### config.mk
export PLATFORM = sky130hd
export DESIGN_NAME = seq_core
export DESIGN_NICKNAME = d
export VERILOG_FILES = /design/src/rtl/seq_pkg.sv /design/src/rtl/seq_tstate.sv /design/src/rtl/seq_pc.sv /design/src/rtl/seq_dpath.sv /design/src/rtl/seq_core.sv
export SDC_FILE = /design/constraint.sdc
export NUM_CORES = 1
export LEC_CHECK = 0
export BUFFER_PORTS_ARGS = -buffer_cell sky130_fd_sc_hd__buf_2
export CAP_MARGIN = 20
export CELL_PAD_IN_SITES_DETAIL_PLACEMENT = 1
export CELL_PAD_IN_SITES_GLOBAL_PLACEMENT = 1
export CORE_MARGIN = 5
export CORE_UTILIZATION = 43
export CTS_CLUSTER_DIAMETER = 60
export DETAILED_ROUTE_END_ITERATION = 8
export PLACE_DENSITY_LB_ADDON = 0.15
export SKIP_CTS_REPAIR_TIMING = 1
export SLEW_MARGIN = 10
export SYNTH_ARGS = -nofsm -noshare
export SYNTH_HDL_FRONTEND = slang
export SYNTH_SLANG_ARGS = --single-unit
### constraint.sdc
create_clock -name clk -period 1.8 [get_ports clk]
set_input_delay 0 -clock clk [delete_from_list [all_inputs] [get_ports clk]]
set_output_delay 0 -clock clk [all_outputs]
set_load 0.05 [all_outputs]
### src/rtl/seq_pkg.sv
package seq_pkg;
  localparam logic [7:0] OPC_NOP  = 8'h00;
  localparam logic [7:0] OPC_DECX = 8'hD1;
  localparam logic [7:0] OPC_LOAD = 8'hA1;

  localparam int TS_N     = 4;
  localparam int TS_FETCH = 0;
  localparam int TS_OPND  = 1;
  localparam int TS_HIGH  = 2;
  localparam int TS_DATA  = 3;
endpackage

### src/rtl/seq_tstate.sv
module seq_tstate #(
  parameter int N = 4
) (
  input  logic         clk,
  input  logic         rst,
  input  logic         adv,
  input  logic         wrap,
  output logic [N-1:0] q
);
  localparam logic [N-1:0] FIRST = {{(N-1){1'b0}}, 1'b1};

  logic [N-1:0] shifted;

  generate
    if (N > 1) begin : g_shift
      assign shifted = {q[N-2:0], 1'b0};
    end else begin : g_single
      assign shifted = FIRST;
    end
  endgenerate

  always_ff @(posedge clk) begin
    if (rst)
      q <= FIRST;
    else if (adv)
      q <= wrap ? FIRST : shifted;
  end
endmodule

### src/rtl/seq_pc.sv
module seq_pc #(
  parameter int          AW       = 16,
  parameter logic [15:0] RESET_PC = 16'hF000
) (
  input  logic          clk,
  input  logic          rst,
  input  logic          en,
  input  logic          step,
  output logic [AW-1:0] pc
);
  function automatic logic [AW-1:0] f_inc(input logic [AW-1:0] v);
    return v + {{(AW-1){1'b0}}, 1'b1};
  endfunction

  always_ff @(posedge clk) begin
    if (rst)
      pc <= AW'(RESET_PC);
    else if (en && step)
      pc <= f_inc(pc);
  end
endmodule

### src/rtl/seq_dpath.sv
module seq_dpath #(
  parameter int DW = 8
) (
  input  logic          clk,
  input  logic          rst,
  input  logic          en,
  input  logic [DW-1:0] data_in,
  input  logic          cap_pd,
  input  logic          cap_ir,
  input  logic          cap_idl,
  input  logic          cap_ahr,
  input  logic          commit_ld,
  input  logic          commit_dec,
  output logic [DW-1:0] pd,
  output logic [DW-1:0] ir,
  output logic [DW-1:0] idl,
  output logic [DW-1:0] ahr,
  output logic [DW-1:0] acc,
  output logic [DW-1:0] xr
);
  function automatic logic [DW-1:0] f_add(input logic [DW-1:0] a, input logic [DW-1:0] b);
    return a + b;
  endfunction

  always_ff @(posedge clk) begin
    if (rst) begin
      pd  <= '0;
      ir  <= '0;
      idl <= '0;
      ahr <= '0;
      acc <= '0;
      xr  <= '0;
    end else if (en) begin
      if (cap_pd)     pd  <= data_in;
      if (cap_ir)     ir  <= pd;
      if (cap_idl)    idl <= data_in;
      if (cap_ahr)    ahr <= f_add(idl, '0);
      if (commit_ld)  acc <= idl;
      if (commit_dec) xr  <= f_add(xr, '1);
    end
  end
endmodule

### src/rtl/seq_core.sv
module seq_core #(
  parameter int          AW       = 16,
  parameter int          DW       = 8,
  parameter logic [15:0] RESET_PC = 16'hF000
) (
  input  logic          clk,
  input  logic          rst,
  input  logic          rdy,
  input  logic [DW-1:0] data_in,
  output logic [AW-1:0] addr,
  output logic          rd_n_wr,
  output logic          sync,
  output logic [DW-1:0] acc,
  output logic [DW-1:0] xreg
);
  import seq_pkg::*;

  localparam int HW = AW - DW;

  logic [TS_N-1:0] tstate;
  logic [AW-1:0]   pc;
  logic [DW-1:0]   pd, ir, idl, ahr;
  logic            pend_ld, pend_dec;

  // named internal events
  logic t_fetch, t_opnd, t_high, t_data;
  logic ld_pd, ld_ir, dec_pd;
  logic wrap, pc_step, commit_ld, commit_dec;

  assign t_fetch = tstate[TS_FETCH];
  assign t_opnd  = tstate[TS_OPND];
  assign t_high  = tstate[TS_HIGH];
  assign t_data  = tstate[TS_DATA];

  assign ld_pd  = (pd == OPC_LOAD);
  assign dec_pd = (pd == OPC_DECX);
  assign ld_ir  = (ir == OPC_LOAD);

  assign wrap       = (t_opnd && !ld_pd) || t_data;
  assign pc_step    = t_fetch || (t_opnd && ld_pd) || (t_high && ld_ir);
  assign commit_ld  = t_fetch && pend_ld;
  assign commit_dec = t_fetch && pend_dec;

  seq_tstate #(.N(TS_N)) u_tstate (
    .clk (clk), .rst (rst), .adv (rdy), .wrap (wrap), .q (tstate)
  );

  seq_pc #(.AW(AW), .RESET_PC(RESET_PC)) u_pc (
    .clk (clk), .rst (rst), .en (rdy), .step (pc_step), .pc (pc)
  );

  seq_dpath #(.DW(DW)) u_dpath (
    .clk        (clk),
    .rst        (rst),
    .en         (rdy),
    .data_in    (data_in),
    .cap_pd     (t_fetch),
    .cap_ir     (t_opnd),
    .cap_idl    (t_opnd || t_high || t_data),
    .cap_ahr    (t_high && ld_ir),
    .commit_ld  (commit_ld),
    .commit_dec (commit_dec),
    .pd         (pd),
    .ir         (ir),
    .idl        (idl),
    .ahr        (ahr),
    .acc        (acc),
    .xr         (xreg)
  );

  always_ff @(posedge clk) begin
    if (rst) begin
      pend_ld  <= 1'b0;
      pend_dec <= 1'b0;
    end else if (rdy) begin
      if (t_fetch) begin
        pend_ld  <= 1'b0;
        pend_dec <= 1'b0;
      end
      if (t_opnd) pend_dec <= dec_pd;
      if (t_data) pend_ld  <= 1'b1;
    end
  end

  assign addr    = t_data ? {idl[HW-1:0], ahr} : pc;
  assign sync    = t_fetch;
  assign rd_n_wr = 1'b1;
endmodule

## Yosys cells after proc, flatten, opt, wreduce, memory -nomap -nowiden

Index checks and enable logic that the tools add are counted.

| storage, ports and cells | value |
|---|---|
| bits in registers | 70 |
| output and inout bits | 34 |
| word-level logic and storage cells | 42 |

| cells by class | value |
|---|---|
| add/subtract/negate cells | 2 |
| eq/ne operators | 3 |
| multiplexer cells | 5 |
| reductions and logical operators | 22 |

Operators with widths:

| kind | count |
|---|---|
| == test 8 bit, second input constant | 3 |
| adder 16 x 1 -> 16 bit, second input constant | 1 |
| 2-to-1 mux 16 bit | 1 |
| AND reduction 2 bit | 8 |
| adder 8 bit, second input constant | 1 |
| logical AND 1 bit | 6 |
| logical OR 1 bit | 5 |
| 2-to-1 mux 4 bit | 1 |
| nonzero test 2 bit | 2 |
| 2-to-1 mux 1 bit | 3 |
| logical NOT 1 bit | 1 |

## Depth between registers and ports, before layout

| logic depth | value |
|---|---|
| depth after elaboration | 5 |
| mapped depth | 8 |

## Cells and area by module

From an unflattened synthesis, not the netlist that was laid out.

| unflattened totals | value |
|---|---|
| cells, all modules | 359 |
| area, all modules | 3130.5 um^2 |

By module, submodules not included:

| module | times used | cells each | area each (um^2) | sequential area each (um^2) |
|---|---|---|---|---|
| seq_dpath | 1 | 219 | 1805.5 | 960.9 |
| seq_pc | 1 | 82 | 726.9 | 320.3 |
| seq_core | 1 | 43 | 446.7 | 40.0 |
| seq_tstate | 1 | 15 | 151.4 | 80.1 |

## Worst setup path after synthesis

No wires, ideal clock.

| timing | value |
|---|---|
| path type | reg2reg |
| start | register u_tstate.q[0] |
| end | register u_pc.pc[11] |
| library setup time | 0.116 ns |
| data arrival time | 1.646 ns |
| setup slack | 0.038 ns |
| stages on the path, launching flop included | 7 |
| path buffers | 1 |
| period minus slack after synthesis | 1.762 ns |
| cell sequence | dfxtp_1 and2_4 buf_6 a31oi_4 a21oi_4 a21oi_1 a31o_2 |

| between the ends | value |
|---|---|
| word-level cells in the longest chain between the ends | 3 |

Ends and longest elaborated chain:

| item | line | text |
|---|---|---|
| from (decl) | seq_tstate.sv:8 | `output logic [N-1:0] q` |
| from (signal assigned) | seq_tstate.sv:26 | `q <= wrap ? FIRST : shifted;` |
| logical OR 1 bit (2 in a row) | seq_core.sv:40 | `assign pc_step = t_fetch \|\| (t_opnd && ld_pd) \|\| (t_high && ld_ir);` |
| logical AND 1 bit | seq_pc.sv:18 | `else if (en && step)` |
| to (signal assigned) | seq_pc.sv:17 | `pc <= AW'(RESET_PC);` |
| to (signal assigned) | seq_pc.sv:19 | `pc <= f_inc(pc);` |
| to (decl) | seq_pc.sv:9 | `output logic [AW-1:0] pc` |

No other way between the ends.
A chain may end at the register's enable or synchronous reset.

## Worst setup path after layout

| timing | value |
|---|---|
| start | register u_dpath.pd[1] |
| end | register u_pc.pc[9] |

| between the ends | value |
|---|---|
| word-level cells in the longest chain between the ends | 5 |

Ends and longest elaborated chain:

| item | line | text |
|---|---|---|
| from (decl) | seq_dpath.sv:14 | `output logic [DW-1:0] pd,` |
| from (signal assigned) | seq_dpath.sv:34 | `if (cap_pd) pd <= data_in;` |
| == test 8 bit | seq_core.sv:35 | `assign ld_pd = (pd == OPC_LOAD);` |
| logical AND 1 bit | seq_core.sv:40 |  |
| logical OR 1 bit (2 in a row) | seq_core.sv:40 |  |
| logical AND 1 bit | seq_pc.sv:18 |  |

No other way between the ends.

==> flow_summary.toml <==
[pwr]
power_mw = 3.14
total_leakage_power_nw = 1.57
irDropWorstVdd_mv = 0.398
power_density_mw_per_mm2 = 843

[synthesis]
synth_nets = 353
synthXorXnorAreaFrac_pct = 4.56
synth-edff-count = 0
yosysSeqAreaShare_pct = 45.6
synth_async_sr_flop_share_pct = 0
syn_area_mm2 = 0.00307
ys_seq_elements = 70
yosys.area_share.simple_pct = 22.1
syn_inst = 340
synth_compound_gate_area_share_pct = 11.8
muxShareOfSynthArea_pct = 11.0
synth_area_per_cell_um2 = 9.04
synth_fa_ha_area_share_pct = 0.814
ys_dominant_reg_cell = "dfxtp_1"
synth_top_family_by_area = "simple AND/OR/NAND/NOR gates"
yosysWarnings = 0
synth.distinct_cells = 48

[timing]
fin_skew_ns = 0.00954
clock.fmax_mhz = 586
final-hold-violation-count = 0
finalSetupViolations = 0
fin_tns_setup_ns = 0
period_needed_ns = 1.71
rsz0062_at_grt = "false"
slew_viol_final = 0
fin_crit_sh_pct = 94.9

[routing]
dr_total_vias = 2579
wirelength_um = 8140
avgViaCountPerCell = 5.15
antenna_left = 0
wire_per_inst_um = 16.2
drtIter0Drc = 127
drc = 0
first_pass_iters = 4

[floorplanning]
die_w_um = 94.6
die_y_um = 94.6
io_pins = 45
die-area_mm2 = 0.00894
rows = 30
core_area_mm2 = 0.00687
initial_core_util_pct = 44.8

[setup_path]
worst_setup_path_start_kind = "register"
crit_required_ns = 2.01
cp-startpoint = "u_dpath.pd[1]$_SDFFE_PP0P_"
timing.rr.start = "u_dpath.pd[1]$_SDFFE_PP0P_"
slowest_delay_ns = 0.38
setup.worst_path.end_class = "register"
cpMaxStageDelayCell = "nor4b_4"
critPathArrivalTime_ns = 1.92
cp_max_fo = 11
cp_cell_sequence = "nor4b_4, nand3_4, a21oi_4, buf_4, a21bo_1, a21oi_2"
critPathKind = "reg -> reg"

[grt]
grt_usage_pct = 18.9
antenna_found_initial = 0
grt_max_degree = 39
overflow = 0
grt_pass1_wl_um = 13000
grt_pass1_vias = 2551

[cts]
tritoncts = "built"
clockBufferDepth = 2
clk_latency_ns = 0.34
clk_pin_slew_ns = 0.07
htreeDepth = 3
cts_root_buffer = "clkbuf_8"
cts_made_buffers = 9
clkSinkCount = 70

[placement]
gp_congestion = 0.826
placed_cell_area_mm2 = 0.00342
placement.io_buffers = 43
detailed_place_hpwl_um = 5910

[finish]
antenna_cells = 0
syn_to_final_growth_pct = 21.4
final_cell_area_mm2 = 0.00373
drive_gt1_share_pct = 26.4
final_nets = 413

[worst_hold_path]
hp-start = "rdy"
hold_path_class = "in -> reg"

[job]
maxCapViolations = 0

[outcome]
status = "finished clean"
where the power goes:
part,total [mW],switching (mW),internal (mW)
clock,1.32,0.608,0.716
sequential,1.61,0.0375,1.57
combinational,0.209,0.134,0.0746
per-layer routing:
metal	GRT usage [%]	vias up	wire length, um
met5	0	-	0
met4	6.49	0	93
met3	3.27	9	419
met2	29.9	56	3710
met1	25.9	1230	3910
li1	-	1284	-
kinds of logic after synthesis:
kind of cell | count (synthesis)
muxes | 32
adders and majority gates | 2
xor gates and xnor gates | 16
and+or+nand+nor | 142
AOI/OAI and AO/OA | 53
other | 1
buffers and inverters | 24
DFF | 70
cell usage in the layout, fill, tap and decap left out, types with 3 or more instances in the layout:
| cell | count |
|---|---|
| nand2_1 | 58 |
| buf_2 | 43 |
| inv_1 | 5 |
| a211oi_1 | 3 |
| and3_1 | 5 |
| clkbuf_8 | 11 |
| dfxtp_1 | 69 |
| a21oi_1 | 32 |
| dlygate4sd3_1 | 8 |
| buf_4 | 17 |
| mux2_2 | 15 |
| xnor2_1 | 14 |
| nor2b_1 | 3 |
| mux2i_1 | 17 |
| nand3_1 | 19 |
| nor2_1 | 39 |
cells in the mapped netlist, types with 2 or more instances:
master	count	area [um^2]
ha_1	2	25.0
xor2_1	2	17.5
nand2_1	58	218
and3_1	5	31.3
a31o_2	2	17.5
buf_4	2	15.0
buf_6	3	33.8
a41oi_1	2	17.5
and2_1	2	12.5
a211oi_1	3	22.5
nor2_1	39	146
and4_1	2	17.5
and4bb_2	2	25.0
nor2b_1	3	18.8
nor3_1	2	10.0
a311oi_1	2	17.5
nor4b_1	2	17.5
clkbuf_1	10	37.5
mux2i_1	17	170
dfxtp_1	70	1400
a21oi_1	32	160
buf_1	3	11.3
xnor2_1	14	123
mux2_2	15	169
nand3_1	19	95.1
inv_1	5	18.8
area by class of cell:
cell class,count,area [um^2]
Timing Repair Buffer,68,423
Inverter,5,18.8
Clock buffer,11,151
Clock inverter,5,57.6
Fill cell,834,3140
Multi-Input combinational cell,246,1560
Sequential cell,70,1400
Tap cell,96,120
sequential cells by signal, indices dropped and copies added (netlist names):
signal       flops
pend_dec         1
pend_ld          1
u_dpath.acc      8
u_dpath.ahr      8
u_dpath.idl      8
u_dpath.ir       8
u_dpath.pd       8
u_dpath.xr       8
u_pc.pc         16
u_tstate.q       4
worst max-delay path: cells and delay by family, from the launching register on:
kind / cells / cell delay, ns
AND/OR/NAND/NOR: 2 / 0.59
AO/OA/AOI/OAI: 3 / 0.46
flip-flops: 1 / 0.36
buffers and inverters: 1 / 0.17
path summary, 6_finish.rpt:
path,endpoint,slack (ns),cells after the start
min,u_tstate.q[3]$_SDFFE_PP0P_,0.02,3
min reg2reg,u_dpath.ir[6]$_SDFFE_PP0P_,0.45,2
max reg2reg,u_pc.pc[9]$_SDFFE_PP0P_,0.09,6
max,u_pc.pc[9]$_SDFFE_PP0P_,0.09,6
metrics by stage:
stage                     setup slack (ns)  std cells  utilization [%]  hold WS (ns)
after global routing               0.00667        501             54.3        0.0211
after global placement               0.107        475             49.8         0.249
final                               0.0925        501             54.3        0.0176
after CTS                           0.0199        491             52.8        -0.110
after detailed placement            0.0306        475             49.8         0.256
after floorplan                     0.0381        340                -         0.136
(Power assumes the default switching activity.)
